**config.mk**
```make
export PLATFORM = sky130hd
export DESIGN_NAME = fpcmp_flag_unit
export DESIGN_NICKNAME = d
export VERILOG_FILES = /design/src/rtl/fpcmp_pkg.sv /design/src/rtl/fpcmp_unpack.sv /design/src/rtl/fpcmp_order.sv /design/src/rtl/fpcmp_cond.sv /design/src/rtl/fpcmp_flag_unit.sv
export SDC_FILE = /design/constraint.sdc
export NUM_CORES = 1
export LEC_CHECK = 0
export BUFFER_PORTS_ARGS = -buffer_cell sky130_fd_sc_hd__clkbuf_2
export CAP_MARGIN = 40
export CORE_MARGIN = 2
export CORE_UTILIZATION = 45
export CTS_CLUSTER_DIAMETER = 120
export DETAILED_ROUTE_END_ITERATION = 16
export PLACE_DENSITY_LB_ADDON = 0.05
export SLEW_MARGIN = 20
export SYNTH_ARGS = -nofsm -noshare
export SYNTH_HDL_FRONTEND = slang
export SYNTH_HIERARCHICAL = 1
export SYNTH_SLANG_ARGS = --single-unit
export TNS_END_PERCENT = 10
```
**constraint.sdc**
```tcl
create_clock -name clk_i -period 3.4 [get_ports clk_i]
set_input_delay 0.34 -clock clk_i [delete_from_list [all_inputs] [get_ports clk_i]]
set_output_delay 0.34 -clock clk_i [all_outputs]
set_load 0.01 [all_outputs]
```
**src/rtl/fpcmp_pkg.sv**
```systemverilog
package fpcmp_pkg;

  localparam int unsigned SP_EXPW  = 8;
  localparam int unsigned SP_FRACW = 23;
  localparam int unsigned DP_EXPW  = 11;
  localparam int unsigned DP_FRACW = 52;
  localparam int unsigned SP_W     = 1 + SP_EXPW + SP_FRACW;
  localparam int unsigned DP_W     = 1 + DP_EXPW + DP_FRACW;
  localparam int unsigned MAG_W    = DP_W - 1;

  localparam int unsigned FLG_N = 3;
  localparam int unsigned FLG_Z = 2;
  localparam int unsigned FLG_C = 1;
  localparam int unsigned FLG_V = 0;

  localparam logic [1:0] SZ_SINGLE = 2'd0;
  localparam logic [1:0] SZ_DOUBLE = 2'd1;

  localparam logic [3:0] UNORD_FLAGS = 4'b0011;

  typedef struct packed {
    logic             sign;
    logic [MAG_W-1:0] mag;
    logic             nan;
    logic             zero;
  } fpval_t;

  typedef enum logic [2:0] {
    TST_Z   = 3'd0,
    TST_C   = 3'd1,
    TST_N   = 3'd2,
    TST_V   = 3'd3,
    TST_HI  = 3'd4,
    TST_GE  = 3'd5,
    TST_GT  = 3'd6,
    TST_ANY = 3'd7
  } cond_base_e;

  // Condition test on N,Z,C,V; low code bit inverts, except the all-ones code.
  function automatic logic cond_holds(input logic [3:0] code, input logic [3:0] f);
    logic base;
    case (cond_base_e'(code[3:1]))
      TST_Z:   base = f[FLG_Z];
      TST_C:   base = f[FLG_C];
      TST_N:   base = f[FLG_N];
      TST_V:   base = f[FLG_V];
      TST_HI:  base = f[FLG_C] & ~f[FLG_Z];
      TST_GE:  base = (f[FLG_N] == f[FLG_V]);
      TST_GT:  base = ~f[FLG_Z] & (f[FLG_N] == f[FLG_V]);
      default: base = 1'b1;
    endcase
    if (code[0] && (code != 4'hF)) return ~base;
    return base;
  endfunction

  // Strict less-than on unpacked values (neither NaN).
  function automatic logic val_less(input fpval_t a, input fpval_t b);
    if (a.zero && b.zero)  return 1'b0;
    if (a.sign != b.sign)  return a.sign;
    if (!a.sign)           return a.mag < b.mag;
    return a.mag > b.mag;
  endfunction

  function automatic logic val_equal(input fpval_t a, input fpval_t b);
    if (a.zero && b.zero) return 1'b1;
    return (a.sign == b.sign) && (a.mag == b.mag);
  endfunction

endpackage

```
**src/rtl/fpcmp_unpack.sv**
```systemverilog
module fpcmp_unpack
  import fpcmp_pkg::*;
#(
  parameter int unsigned OPW = 64
) (
  input  logic [OPW-1:0] op_i,
  input  logic           dbl_i,
  input  logic           force_zero_i,
  output fpval_t         val_o
);
  localparam int unsigned SP_FRAC_MSB = SP_FRACW - 1;
  localparam int unsigned DP_FRAC_MSB = DP_FRACW - 1;

  logic [SP_EXPW-1:0]  sp_exp;
  logic [SP_FRACW-1:0] sp_frac;
  logic [DP_EXPW-1:0]  dp_exp;
  logic [DP_FRACW-1:0] dp_frac;
  logic                sp_nan;
  logic                dp_nan;

  assign sp_exp  = op_i[SP_W-2 -: SP_EXPW];
  assign sp_frac = op_i[SP_FRAC_MSB:0];
  assign dp_exp  = op_i[DP_W-2 -: DP_EXPW];
  assign dp_frac = op_i[DP_FRAC_MSB:0];
  assign sp_nan  = (&sp_exp) & (|sp_frac);
  assign dp_nan  = (&dp_exp) & (|dp_frac);

  always_comb begin
    val_o = '0;
    if (force_zero_i) begin
      val_o.zero = 1'b1;
    end else if (dbl_i) begin
      val_o.sign = op_i[DP_W-1];
      val_o.mag  = op_i[DP_W-2:0];
      val_o.nan  = dp_nan;
      val_o.zero = (op_i[DP_W-2:0] == '0);
    end else begin
      val_o.sign = op_i[SP_W-1];
      val_o.mag  = MAG_W'(op_i[SP_W-2:0]);
      val_o.nan  = sp_nan;
      val_o.zero = (op_i[SP_W-2:0] == '0);
    end
  end

  logic unused_hi;
  assign unused_hi = ^op_i[OPW-1:DP_W-1] ^ op_i[SP_W-1];
endmodule

```
**src/rtl/fpcmp_order.sv**
```systemverilog
module fpcmp_order
  import fpcmp_pkg::*;
(
  input  fpval_t     a_i,
  input  fpval_t     b_i,
  output logic [3:0] flags_o,
  output logic       nan_o
);
  logic lt, eq;

  assign nan_o = a_i.nan | b_i.nan;
  assign lt    = val_less(a_i, b_i);
  assign eq    = val_equal(a_i, b_i);

  always_comb begin
    if (nan_o) begin
      flags_o = UNORD_FLAGS;
    end else begin
      flags_o        = '0;
      flags_o[FLG_N] = lt;
      flags_o[FLG_Z] = eq;
      flags_o[FLG_C] = ~lt;
      flags_o[FLG_V] = 1'b0;
    end
  end
endmodule

```
**src/rtl/fpcmp_cond.sv**
```systemverilog
module fpcmp_cond
  import fpcmp_pkg::*;
(
  input  logic       enable_i,
  input  logic [3:0] code_i,
  input  logic [3:0] flags_i,
  output logic       pass_o
);
  assign pass_o = ~enable_i | cond_holds(code_i, flags_i);
endmodule

```
**src/rtl/fpcmp_flag_unit.sv**
```systemverilog
module fpcmp_flag_unit
  import fpcmp_pkg::*;
#(
  parameter int unsigned OPW = 64
) (
  input  logic           clk_i,
  input  logic           rst_ni,
  input  logic           req_vld_i,
  input  logic [OPW-1:0] opa_i,
  input  logic [OPW-1:0] opb_i,
  input  logic [1:0]     size_i,
  input  logic           zero_cmp_i,
  input  logic           cond_mode_i,
  input  logic [3:0]     cond_code_i,
  input  logic [3:0]     flags_in_i,
  input  logic [3:0]     imm_flags_i,
  output logic [3:0]     flags_o,
  output logic           err_o
);
  localparam int unsigned NOPS = 2;

  logic [OPW-1:0] ops      [NOPS];
  fpval_t         vals     [NOPS];
  logic           dbl;
  logic           size_bad;
  logic           nan_hit;
  logic           cond_pass;
  logic           cmp_taken;
  logic [3:0]     cmp_flags;
  logic [3:0]     next_flags;
  logic [3:0]     flags_q;
  logic           err_q;

  assign ops[0]   = opa_i;
  assign ops[1]   = opb_i;
  assign dbl      = (size_i == SZ_DOUBLE);
  assign size_bad = (size_i != SZ_SINGLE) && (size_i != SZ_DOUBLE);

  for (genvar g = 0; g < NOPS; g++) begin : g_unpack
    fpcmp_unpack #(.OPW(OPW)) u_unpack (
      .op_i        (ops[g]),
      .dbl_i       (dbl),
      .force_zero_i((g == 1) ? zero_cmp_i : 1'b0),
      .val_o       (vals[g])
    );
  end

  fpcmp_order u_order (
    .a_i    (vals[0]),
    .b_i    (vals[1]),
    .flags_o(cmp_flags),
    .nan_o  (nan_hit)
  );

  fpcmp_cond u_cond (
    .enable_i(cond_mode_i),
    .code_i  (cond_code_i),
    .flags_i (flags_in_i),
    .pass_o  (cond_pass)
  );

  assign cmp_taken  = cond_pass;
  assign next_flags = cmp_taken ? cmp_flags : imm_flags_i;

  always_ff @(posedge clk_i) begin
    if (!rst_ni) begin
      flags_q <= '0;
      err_q   <= 1'b0;
    end else if (req_vld_i) begin
      err_q <= size_bad;
      if (!size_bad) flags_q <= next_flags;
    end
  end

  assign flags_o = flags_q;
  assign err_o   = err_q;
endmodule

```
; ---- Word-level counts from Yosys, hierarchy flattened
; Index checks and enable logic that the tools add are counted.
[totals]
reg_bits = 5
latch_bits = 0
ramBits = 0
rom_bits = 0
input_bits = 147
output_inout_bits = 5
memories = 0
[op_classes]
addsub = 0
multipliers = 0
div_mod_pow = 0
n_lt_le_gt_ge = 2
eq_ne = 13
shifts = 0
n_mux = 24
bitwise = 13
reduce_logical = 19
[op_table]
columns = cell, count
row1 = 2-to-1 mux 66 bit, 2
row2 = zero test 63 bit, 2
row3 = OR reduction 52 bit, 2
row4 = 2-to-1 mux 65 bit, 1
row5 = == test 63 bit, 1
row6 = > comparator 63 bit, 1
row7 = < comparator 63 bit, 1
row8 = zero test 31 bit, 2
row9 = OR reduction 23 bit, 2
row10 = AND reduction 11 bit, 2
row11 = 2-to-1 mux 1 bit, 18
row12 = AND reduction 8 bit, 2
row13 = "== test 3 bit, second input constant", 3
row14 = 2-to-1 mux 4 bit, 2
row15 = case mux 1 bit (7 select lines), 1
row16 = bitwise AND 1 bit, 6
row17 = "== test 3 x 2 -> 1 bit, second input constant", 2
row18 = NOT 1 bit, 5
row19 = logical AND 1 bit, 4
row20 = "inequality test 4 bit, second input constant", 1
row21 = "== test 3 x 1 -> 1 bit, second input constant", 1
row22 = zero test 3 bit, 1
row23 = == test 1 bit, 2
row24 = "== test 2 x 1 -> 1 bit, second input constant", 1
row25 = other kinds (5), 6

; ---- Depth between registers and ports, before layout
; Gate-level depths: netlist of the first run.
[logic_depth]
depth_word = 15
ltp_mapped = 15
ltp_nobuf = 14

; ---- Cells and area by module
; Netlist of the first run, hierarchy kept.
[by_module_without_submodules]
columns = module, n_inst, cells_each, area_each_um2, seq_area_each_um2
row1 = fpcmp_order, 1, 240, 1659.1, 0.0
row2 = fpcmp_unpack, 2, 108, 664.4, 0.0
row3 = fpcmp_flag_unit, 1, 24, 240.2, 100.1
row4 = fpcmp_cond, 1, 13, 105.1, 0.0

; ---- Worst setup path after synthesis of the first run
; OpenSTA, ideal clock, no wires.
[synth_path]
path_kind = input -> register
startpoint = input port size_i[0]
endpoint = register flags_q[3], in the netlist flags_o[3]
arrival_ns = 3.186
slack_ns = 0.095
cell_stages = 15
path_buffers = 1
cell_sequence = nor2b_1 -> nor2b_1 -> clkbuf_1 -> and2_1 -> inv_1 -> ha_1 -> and4_1 -> nand2_1 -> or3_4 -> nor4_2 -> and4_1 -> a21oi_1 -> o221a_1 -> mux2i_1 -> a21oi_1
[synth_rtl]
columns = item, line
row1 = start: declaration, fpcmp_flag_unit.sv:11  ; input logic [1:0] size_i,
row2 = end signal: assignment, fpcmp_flag_unit.sv:71  ; if (!size_bad) flags_q <= next_flags;
row3 = end: declaration, fpcmp_flag_unit.sv:31  ; logic [3:0] flags_q;

==> results by group, run 1 <==
Final layout
  • Layout cells sized above 1: 0.276
  • Final Util: 0.597
  • Area grow syn2layout: 29.2%
  • N_diodes: 0
  • Final net count: 859
  • Fill cell count: about 730

Worst hold path
  • HP Class: in -> reg
  • Worst Hold Depth: 3

Synth
  • Cells after Synth: a little under 500
  • Synthesis-stage register bit count: 5
  • Compound-Gate Fraction of Synth Area: 0.119
  • Post-synth top area share: 0.236
  • Prevailing post-synth register cell: dfxtp_1
  • Synth area leaders: ha_1, nor2b_1, and2_1, inv_1, a21oi_1
  • Ys async rst share: 0
  • Post-Synth XOR/XNOR Area: 0.00526
  • Synth area leader: ha_1
  • Netlist Area Pre-Place: roughly 3300 sq um
  • Post-Synth Adder-Cell Area: 0.236
  • Yosys cell types: between 40 and 50
  • Synth Warn #: 6
  • Post-synthesis simple-gate area fraction: 0.478
  • Largest family of logic cells by synthesized area: simple AND/OR/NAND/NOR gates
  • Number of synthesized flops with an enable pin: 0
  • Mux share of post-synthesis cell area: 0.0319
  • Avg Synthesized Cell Area: roughly 6.8 sq um
  • Register area share after synthesis: 0.0300

Detailed routing
  • Vias: ~3900
  • Drc violations: 0
  • Routed len/inst: 13.0 microns
  • Vias per Instance: between 5 and 6
  • Final WL: between 9000 and 10000 microns
  • Met3 Wirelength: 572 microns
  • Initial DRC count: 99
  • Number of routed nets with antenna violations: 0
  • Top Layer Used: met4
  • Met1 Wirelength: about 4300 microns
  • Number of detailed-route iterations in the first pass: 4
  • WL met2: around 4600 microns

CTS
  • Clock Path Buffers: 2
  • Post-CTS setup repair buffer count: 0
  • Cts bufs inserted: 3
  • Htree depth: 1
  • Clock slew at reported path FFs: approximately 0.04 ns
  • CTS root buffer: clkbuf_8
  • CTS Sinks: 5
  • Worst skew pair latency: 0.23 ns
  • Clock tree from TritonCTS: done

Floorplanning
  • Core area: between 7000 and 8000 sq um
  • Die height: approximately 90 microns
  • Horiz. Die Dim: approximately 90 microns
  • Full die area: about 8100 sq um
  • IO Pins: between 150 and 200
  • Row cnt: 31
  • Starting density of the core: 0.462

Status
  • Status: completed

Power and ir drop
  • Pwr dens: ~140 nW/um^2
  • Peak VDD IR: 0.0000806 V
  • Leak Pwr: 2.14 nW

Critical path
  • CP startpoint kind: primary input
  • CP max FO: 12
  • WP data arrival: approximately 3.2 ns
  • Setup crit end kind: register
  • Required time of the critical path: around 3.5 ns
  • WS Path Type: in -> reg
  • R2r worst-path depth: 2

STA
  • Period utilisation layout: 0.919
  • Fin. Hold Viols: 0
  • Slew headroom: 0.584
  • Slew @ Worst Pin: approximately 0.6 ns
  • Post-layout minimum cycle time: 3.12 ns
  • F_max: 320 MHz
  • Final setup viols: 0
  • Post-Route Setup TNS: 0 ns
  • Slew Limit Fails: 0
  • Setup ws final: 0.277 ns
  • Setup Skew: 0 ns

Placement
  • Pre-CTS setup slack: -0.142 ns
  • Port Buffer Count: ~150
  • Routability congestion estimate: around 0.85
  • HPWL after DPL: 8630 microns

Global routing
  • Total Routing Usage GR: 0.236
  • Largest net degree at the start of global routing: 34
  • Vias in the first global route: approximately 3800
  • First-pass GRT wire length: 16300 microns
  • Antenna violations before repair: 0
  • Gr ovfl total: 0

Job
  • Max cap viols: 0
-- flip-flops by register name (all words and copies together) (netlist names) --
signal	count
flags_o	4
err_o	1
-- cells in the mapped netlist, drive strengths merged, types with 2 or more instances --
| cell | number |
|---|---|
| inv | 69 |
| nor2b | 69 |
| and2 | 65 |
| ha | 63 |
| a21oi | 35 |
| nand2 | 28 |
| nor4 | 28 |
| nand4 | 21 |
| nor2 | 15 |
| o21ai | 15 |
| clkbuf | 13 |
| nor3 | 12 |
| mux2i | 8 |
| nand3 | 7 |
| and4 | 5 |
| dfxtp | 5 |
| a221oi | 3 |
| or4 | 3 |
| a211oi | 2 |
| a31oi | 2 |
| a41o | 2 |
| and3 | 2 |
| buf | 2 |
| nor3b | 2 |
| o221ai | 2 |
| xnor2 | 2 |
-- path summary, 6_finish.rpt --
path                    from    endpoint  slack [ns]
setup / recovery   size_i[0]  flags_o[3]        0.28
hold / removal        rst_ni  flags_o[2]        0.40
setup reg to reg  flags_o[3]  flags_o[3]        2.77
hold reg to reg   flags_o[2]  flags_o[2]        0.52
-- per-layer routing --
metal | track usage | up-vias
met5 | 0 | -
met3 | 0.0327 | 19
met2 | 0.429 | 125
li1 | - | 2021
met4 | 0.0654 | 0
met1 | 0.289 | 1706
-- final cells by class --
class                           count  area (sq um)  area share
Sequential cell                     5           100      0.0232
Multi-Input combinational cell    410          2950       0.685
Timing Repair Buffer              160           827       0.192
Tap cell                           99           124      0.0288
Clock buffer                        4          45.0      0.0105
Inverter                           69           259      0.0601
-- placed cells by master, fill, tap and decap left out, types with 5 or more instances in the layout --
master	count
nor3_1	12
nor2_1	15
inv_1	69
nand2_1	28
o21ai_0	7
nor4_1	25
buf_4	8
dfxtp_1	5
o21ai_1	6
nand3_1	7
ha_1	63
clkbuf_2	151
nand4_1	21
and2_1	63
and4_1	5
nor2b_1	67
a21oi_1	34
mux2i_1	8
conb_1	7
-- cells by family (layout without fill, tap and decap cells) --
group,after synthesis,count (layout)
and+or+nand+nor,262,262
xor gates and xnor gates,2,2
buffers and inverters,84,233
muxes,9,9
adders and majority gates,63,63
other,1,7
AOI/OAI and AO/OA,67,67
DFF,5,5
-- through the flow --
step / total power [W] / hold WS (ns) / cells / instance area (sq um)
3_3_place_gp: 0.000464 / 0.499 / 743 / 4230
6_report: 0.000594 / 0.396 / 747 / 4310
4_1_cts: 0.000588 / 0.380 / 747 / 4280
2_1_floorplan: 0.000301 / 0.451 / 499 / 3360
5_1_grt: 0.000658 / 0.397 / 747 / 4310
3_5_place_dp: 0.000469 / 0.513 / 743 / 4230
-- critical path, stage by stage --
cell	delay (ns)
clkbuf_2	0.08
nor2b_1	0.11
buf_4	0.14
buf_4	0.13
nor2b_1	0.14
buf_4	0.17
and2_1	0.16
ha_1	0.31
and4_1	0.23
nand2_1	0.07
or3_4	0.41
nor4_4	0.19
and4_1	0.25
a21oi_1	0.06
o221a_1	0.23
mux2i_1	0.12
a21oi_1	0.08
-- power breakdown --
| group | internal [W] | switching (W) |
|---|---|---|
| logic | 0.000201 | 0.000214 |
| registers | 0.0000632 | 0.00000233 |
| clock network | 0.0000808 | 0.0000329 |
| total | 0.000345 | 0.000249 |
-- repair_timing --
action	CTS	global route
endpoints found under the setup margin	0	3
endpoints found under the hold margin	0	0
gates resized for setup	0	6
hold buffers	0	0
(Power assumes the default switching activity.)
==> run 2, diff against run 1 <==
--- a/config.mk
+++ b/config.mk
@@ -9,6 +9,7 @@
 export CAP_MARGIN = 40
 export CORE_MARGIN = 2
 export CORE_UTILIZATION = 45
+export CTS_BUF_LIST = sky130_fd_sc_hd__clkbuf_8 sky130_fd_sc_hd__clkbuf_16
 export CTS_CLUSTER_DIAMETER = 120
 export DETAILED_ROUTE_END_ITERATION = 16
 export PLACE_DENSITY_LB_ADDON = 0.05
==> run 2 against run 1 <==
Core utilization stayed put. Sequential share of layout area stayed put. Register-to-register slack hardly changed. Die area stayed put. Worst hold slack hardly changed. Cell area stayed put. Combinational power hardly changed. Sequential power hardly changed. Count of clock-buffer cells in the layout is 1 lower. Via count hardly changed. Critical path type unchanged. Largest cell class unchanged. Highest routed layer unchanged.
==> results by group, run 2 (synthesized netlist as in run 1, its figures left out) <==
Critical path
  • CP startpoint kind: primary input
  • R2R Setup Slk: 2.77 ns (about the same)
  • Setup crit end kind: register
  • WS Path Type: in -> reg
  • CP max FO: 12 (unchanged)
  • WP data arrival: 3.23 ns (about the same)
  • Required time of the critical path: 3.51 ns (about the same)

Final layout
  • Final non-filler cell total: 747 (unchanged)
  • Layout cells sized above 1: 0.276 (unchanged)
  • Final Util: 0.597 (unchanged)
  • Area grow syn2layout: 29.2% (unchanged)
  • Max reg flops: 4 (unchanged)
  • Commonest cells after routing, fill and taps aside: clkbuf_2, inv_1, nor2b_1
  • Final net count: 859 (unchanged)
  • N_diodes: 0 (unchanged)
  • Commonest non-fill, non-tap cell in the layout: clkbuf_2

STA
  • Setup ws final: 0.277 ns (+0.0000780 ns)
  • Post-layout minimum cycle time: 3.12 ns (-0.0000780 ns)
  • Slew headroom: 0.584 (unchanged)
  • Final setup viols: 0 (unchanged)
  • F_max: 320 MHz (about the same)
  • Slew Limit Fails: 0 (unchanged)
  • Post-Route Setup TNS: 0 ns (unchanged)
  • Worst hold slack: 0.396 ns (-0.000428 ns)
  • Fin. Hold Viols: 0 (unchanged)
  • Setup Skew: 0 ns (unchanged)
  • Period utilisation layout: 0.919 (about the same)
  • Slew @ Worst Pin: 0.607 ns (unchanged)

Status
  • Status: completed

CTS
  • Clock tree from TritonCTS: done
  • Htree depth: 1 (unchanged)
  • CTS Sinks: 5 (unchanged)
  • CTS root buffer: clkbuf_8
  • Worst skew pair latency: 0.23 ns (about the same)
  • Cts bufs inserted: 3 (unchanged)
  • Clock Path Buffers: 2 (unchanged)
  • Hold_buf cts: 0 (unchanged)
  • Clock slew at reported path FFs: 0.04 ns (about the same)

Power and ir drop
  • Pwr dens: 137 nW/um^2 (-0.49%)
  • Peak VDD IR: 0.0000806 V (about the same)
  • Leak Pwr: 2.14 nW (+0.19%)

Detailed routing
  • Met1 Wirelength: 4320 microns (about the same)
  • Number of routed nets with antenna violations: 0 (unchanged)
  • Routed len/inst: 13.0 microns (unchanged)
  • WL met2: 4620 microns (unchanged)
  • Vias: 3869 (-0.052%)
  • Met3 Wirelength: 569 microns (-0.52%)
  • Vias per Instance: 5.18 (about the same)
  • Drc violations: 0 (unchanged)
  • Number of detailed-route iterations in the first pass: 4 (unchanged)
  • Initial DRC count: 98 (-1.0%)
  • Top Layer Used: met4
  • Final WL: 9710 microns (unchanged)

Global routing
  • Vias in the first global route: 3823 (unchanged)
  • Antenna violations before repair: 0 (unchanged)
  • Gr ovfl total: 0 (unchanged)
  • First-pass GRT wire length: 16300 microns (about the same)
  • Total Routing Usage GR: 0.236 (about the same)
  • Largest net degree at the start of global routing: 34 (unchanged)

Floorplanning
  • Core area: 7210 sq um (unchanged)
  • Horiz. Die Dim: 90.1 microns (unchanged)
  • Row cnt: 31 (unchanged)
  • Starting density of the core: 0.462 (unchanged)
  • IO Pins: 152 (unchanged)
  • Full die area: 8110 sq um (unchanged)
  • Die height: 90.1 microns (unchanged)

Placement
  • HPWL after DPL: 8630 microns (unchanged)
  • Port Buffer Count: 151 (unchanged)
  • Pre-CTS setup slack: -0.142 ns (unchanged)
  • Routability congestion estimate: 0.852 (unchanged)
  • Post-Place Cells: 743 (unchanged)

Job
  • Max cap viols: 0 (unchanged)

Worst hold path
  • HP Class: in -> reg
==> run 2: power breakdown <==
| part | switching (W) | internal [W] |
|---|---|---|
| combinational | 0.000214 | 0.000201 |
| clock | 0.0000331 | 0.0000777 |
| sequential | 0.00000233 | 0.0000632 |
| total | 0.000249 | 0.000342 |
==> run 2: final timing paths <==
kind / startpoint / to / cells after the start
hold reg to reg: flags_o[2] / flags_o[2] / 2
setup reg to reg: flags_o[3] / flags_o[3] / 2
hold / removal: rst_ni / flags_o[2] / 3
setup / recovery: size_i[0] / flags_o[3] / 17
==> run 2: routing by layer <==
| layer | GRT usage | vias to the layer above |
|---|---|---|
| li1 | - | 2021 |
| met1 | 0.289 | 1704 |
| met2 | 0.429 | 125 |
| met3 | 0.0327 | 19 |
| met4 | 0.0654 | 0 |
| met5 | 0 | - |
==> run 2: per-stage QoR <==
stage,total power (W),instance area (sq um)
finish,0.000591,4310
global route,0.000656,4310
CTS,0.000586,4280
detailed placement,0.000469,4230
global placement,0.000464,4230
floorplan,0.000301,3360
==> run 2: repair_timing <==
item,in CTS,in global routing
setup endpoints to repair,0,3
buffers inserted,0,0
gates resized for setup,0,6
==> run 2: final cells by class <==
| class | instances | area [sq um] |
|---|---|---|
| clock inverters | 1 | 3.75 |
| multi-input cells | 410 | 2950 |
| fillers | 731 | 2910 |
| clock buffers | 3 | 41.3 |
| inverters | 69 | 259 |
| flip-flops and latches | 5 | 100 |
| repair buffers | 160 | 827 |
| well taps | 99 | 124 |
==> run 2: worst max-delay path, stage by stage <==
cell and delay [ns]:
clkbuf_2 0.08, nor2b_1 0.11, buf_4 0.14, buf_4 0.13, nor2b_1 0.14, buf_4 0.17
and2_1 0.16, ha_1 0.31, and4_1 0.23, nand2_1 0.07, or3_4 0.41, nor4_4 0.19
and4_1 0.25, a21oi_1 0.06, o221a_1 0.23, mux2i_1 0.12, a21oi_1 0.08
==> run 3, diff against run 2 <==
--- a/config.mk
+++ b/config.mk
@@ -13,6 +13,7 @@
 export CTS_CLUSTER_DIAMETER = 120
 export DETAILED_ROUTE_END_ITERATION = 16
 export PLACE_DENSITY_LB_ADDON = 0.05
+export RECOVER_POWER = 100
 export SLEW_MARGIN = 20
 export SYNTH_ARGS = -nofsm -noshare
 export SYNTH_HDL_FRONTEND = slang
==> run 3 against run 2 <==
First-iteration DRC count is 28% lower. Worst setup slack worse by 0.0015 ns. Combinational power hardly changed. Maximum frequency hardly changed. Global-route usage stayed put. Largest cell class unchanged. Highest routed layer unchanged.
==> results by group, run 3 (synthesized netlist as in run 1, its figures left out) <==
Critical path
  • Crit path from: size_i[0]
  • CP Cell Sequence: clkbuf_2 -> nor2b_1 -> buf_4 -> buf_4 -> nor2b_1 -> buf_4 -> and2_1 -> ha_1 -> and4_1 -> nand2_1 -> or3_4 -> nor4_4 -> and4_1 -> a21oi_1 -> o221a_1 -> mux2i_1 -> a21oi_1
  • CP most frequent cell: buf_4
  • CP max-delay cell: or3_4
  • Required time of the critical path: 3.51 ns (about the same)
  • CP max FO: 12 (unchanged)
  • WS Path Type: in -> reg
  • Worst path max stage delay: 0.41 ns (about the same)
  • Setup crit end kind: register
  • WP data arrival: 3.23 ns (about the same)
  • CP startpoint kind: primary input
  • Reg-to-Reg Start: flags_o[3]

CTS
  • Number of gates resized after cts: 0 (unchanged)
  • Worst skew pair latency: 0.23 ns (about the same)
  • Post-CTS setup repair buffer count: 0 (unchanged)
  • Cts bufs inserted: 3 (unchanged)
  • Hold_buf cts: 0 (unchanged)
  • CTS root buffer: clkbuf_8
  • Htree depth: 1 (unchanged)
  • Clock Path Buffers: 2 (unchanged)
  • CTS Sinks: 5 (unchanged)
  • Clock tree from TritonCTS: done
  • Clock slew at reported path FFs: 0.04 ns (about the same)

Power and ir drop
  • Net Sw Frac: 0.422 (about the same)
  • Switching Power: 0.000249 W (-0.20%)
  • Combinational share of power: 0.702 (about the same)
  • Clock power frac: 0.187 (about the same)
  • Leak Pwr: 2.12 nW (-0.91%)
  • Cell-internal power: 0.000341 W (-0.35%)
  • Peak VDD IR: 0.0000800 V (-0.73%)
  • Pwr dens: 137 nW/um^2 (-0.11%)
  • Reg power frac: 0.111 (about the same)

Placement
  • HPWL after DPL: 8630 microns (unchanged)
  • Routability congestion estimate: 0.852 (unchanged)
  • Pre-CTS setup slack: -0.142 ns (unchanged)
  • Port Buffer Count: 151 (unchanged)

Floorplanning
  • Row cnt: 31 (unchanged)
  • Starting density of the core: 0.462 (unchanged)
  • Horiz. Die Dim: 90.1 microns (unchanged)
  • Core area: 7210 sq um (unchanged)
  • IO Pins: 152 (unchanged)
  • Die height: 90.1 microns (unchanged)
  • Full die area: 8110 sq um (unchanged)

Final layout
  • N_diodes: 0 (unchanged)
  • Commonest non-fill, non-tap cell in the layout: clkbuf_2
  • Commonest cells after routing, fill and taps aside: clkbuf_2, inv_1, nor2b_1
  • Max reg flops: 4 (unchanged)
  • Layout cells sized above 1: 0.267 (-0.00926)
  • Final Util: 0.596 (-0.00104)
  • Final net count: 859 (unchanged)
  • Area grow syn2layout: 29.0%

Detailed routing
  • Routed len/inst: 13.0 microns (about the same)
  • Vias per Instance: 5.18 (+0.10%)
  • Final WL: 9720 microns (about the same)
  • Number of detailed-route iterations in the first pass: 4 (unchanged)
  • Initial DRC count: 71 (-28%)
  • Number of routed nets with antenna violations: 0 (unchanged)
  • Vias: 3873 (+0.10%)
  • Drc violations: 0 (unchanged)

Status
  • Status: completed

STA
  • Setup Skew: 0 ns (unchanged)
  • Slew @ Worst Pin: 0.619 ns (+0.0120 ns)
  • Slew Limit Fails: 0 (unchanged)
  • Period utilisation layout: 0.919 (about the same)
  • Setup ws final: 0.275 ns (-0.00152 ns)
  • Fin. Hold Viols: 0 (unchanged)
  • F_max: 320 MHz (about the same)
  • Slew headroom: 0.576 (-0.00826)
  • Final setup viols: 0 (unchanged)
  • Post-layout minimum cycle time: 3.12 ns (+0.00152 ns)

Worst hold path
  • Hold path startpoint: rst_ni
  • HP Class: in -> reg

Global routing
  • Gr ovfl total: 0 (unchanged)
  • First-pass GRT wire length: 16300 microns (unchanged)
  • Total Routing Usage GR: 0.236 (unchanged)
  • Antenna violations before repair: 0 (unchanged)
  • Vias in the first global route: 3823 (unchanged)
  • Largest net degree at the start of global routing: 34 (unchanged)

Job
  • Max cap viols: 0 (unchanged)
[run 3: stage by stage]
step	hold WS, ns	TNS [ns]	instance area [sq um]	std cells	total power, W
4_1_cts	0.379	0	4280	747	0.000586
3_3_place_gp	0.499	0	4230	743	0.000464
6_report	0.396	0	4300	747	0.000589
3_5_place_dp	0.513	-0.224	4230	743	0.000469
5_1_grt	0.395	-0.00313	4300	747	0.000655
2_1_floorplan	0.451	0	3360	499	0.000301
[run 3: cell type report]
class                           count  area [sq um]
Multi-Input combinational cell    410          2950
Fill cell                         735          2920
Timing Repair Buffer              160           820
Inverter                           69           259
Tap cell                           99           124
Sequential cell                     5           100
Clock buffer                        3          41.3
Clock inverter                      1          3.75
[run 3: power by group through the flow]
stage / sequential (W) / clock, W / combinational [W]
finish: 0.0000655 / 0.000110 / 0.000413
global route: 0.0000658 / 0.000120 / 0.000469
CTS: 0.0000655 / 0.000115 / 0.000406
detailed placement: 0.0000662 / 0 / 0.000403
global placement: 0.0000662 / 0 / 0.000398
floorplan: 0.0000681 / 0 / 0.000233
[run 3: final timing paths]
path | to | depth (start not counted) | slack [ns]
worst max register to register | flags_o[3] | 2 | 2.77
worst min register to register | flags_o[2] | 2 | 0.52
worst min-delay path | flags_o[2] | 3 | 0.40
worst max-delay path | flags_o[3] | 17 | 0.28
[run 3: critical path, delay by kind of cell]
family,cells,cell delay [ns]
adder cells (fa/ha/maj),1,0.31
multiplexers,1,0.12
buffers and inverters,4,0.52
AND/OR/NAND/NOR,8,1.56
AO/OA/AOI/OAI,3,0.37
[run 3: routing by layer]
layer | up-vias | GRT usage | wire length, microns
li1 | 2020 | - | -
met1 | 1707 | 0.289 | 4310
met4 | 0 | 0.0654 | 212
met3 | 19 | 0.0327 | 578
met5 | - | 0 | 0
met2 | 127 | 0.429 | 4610
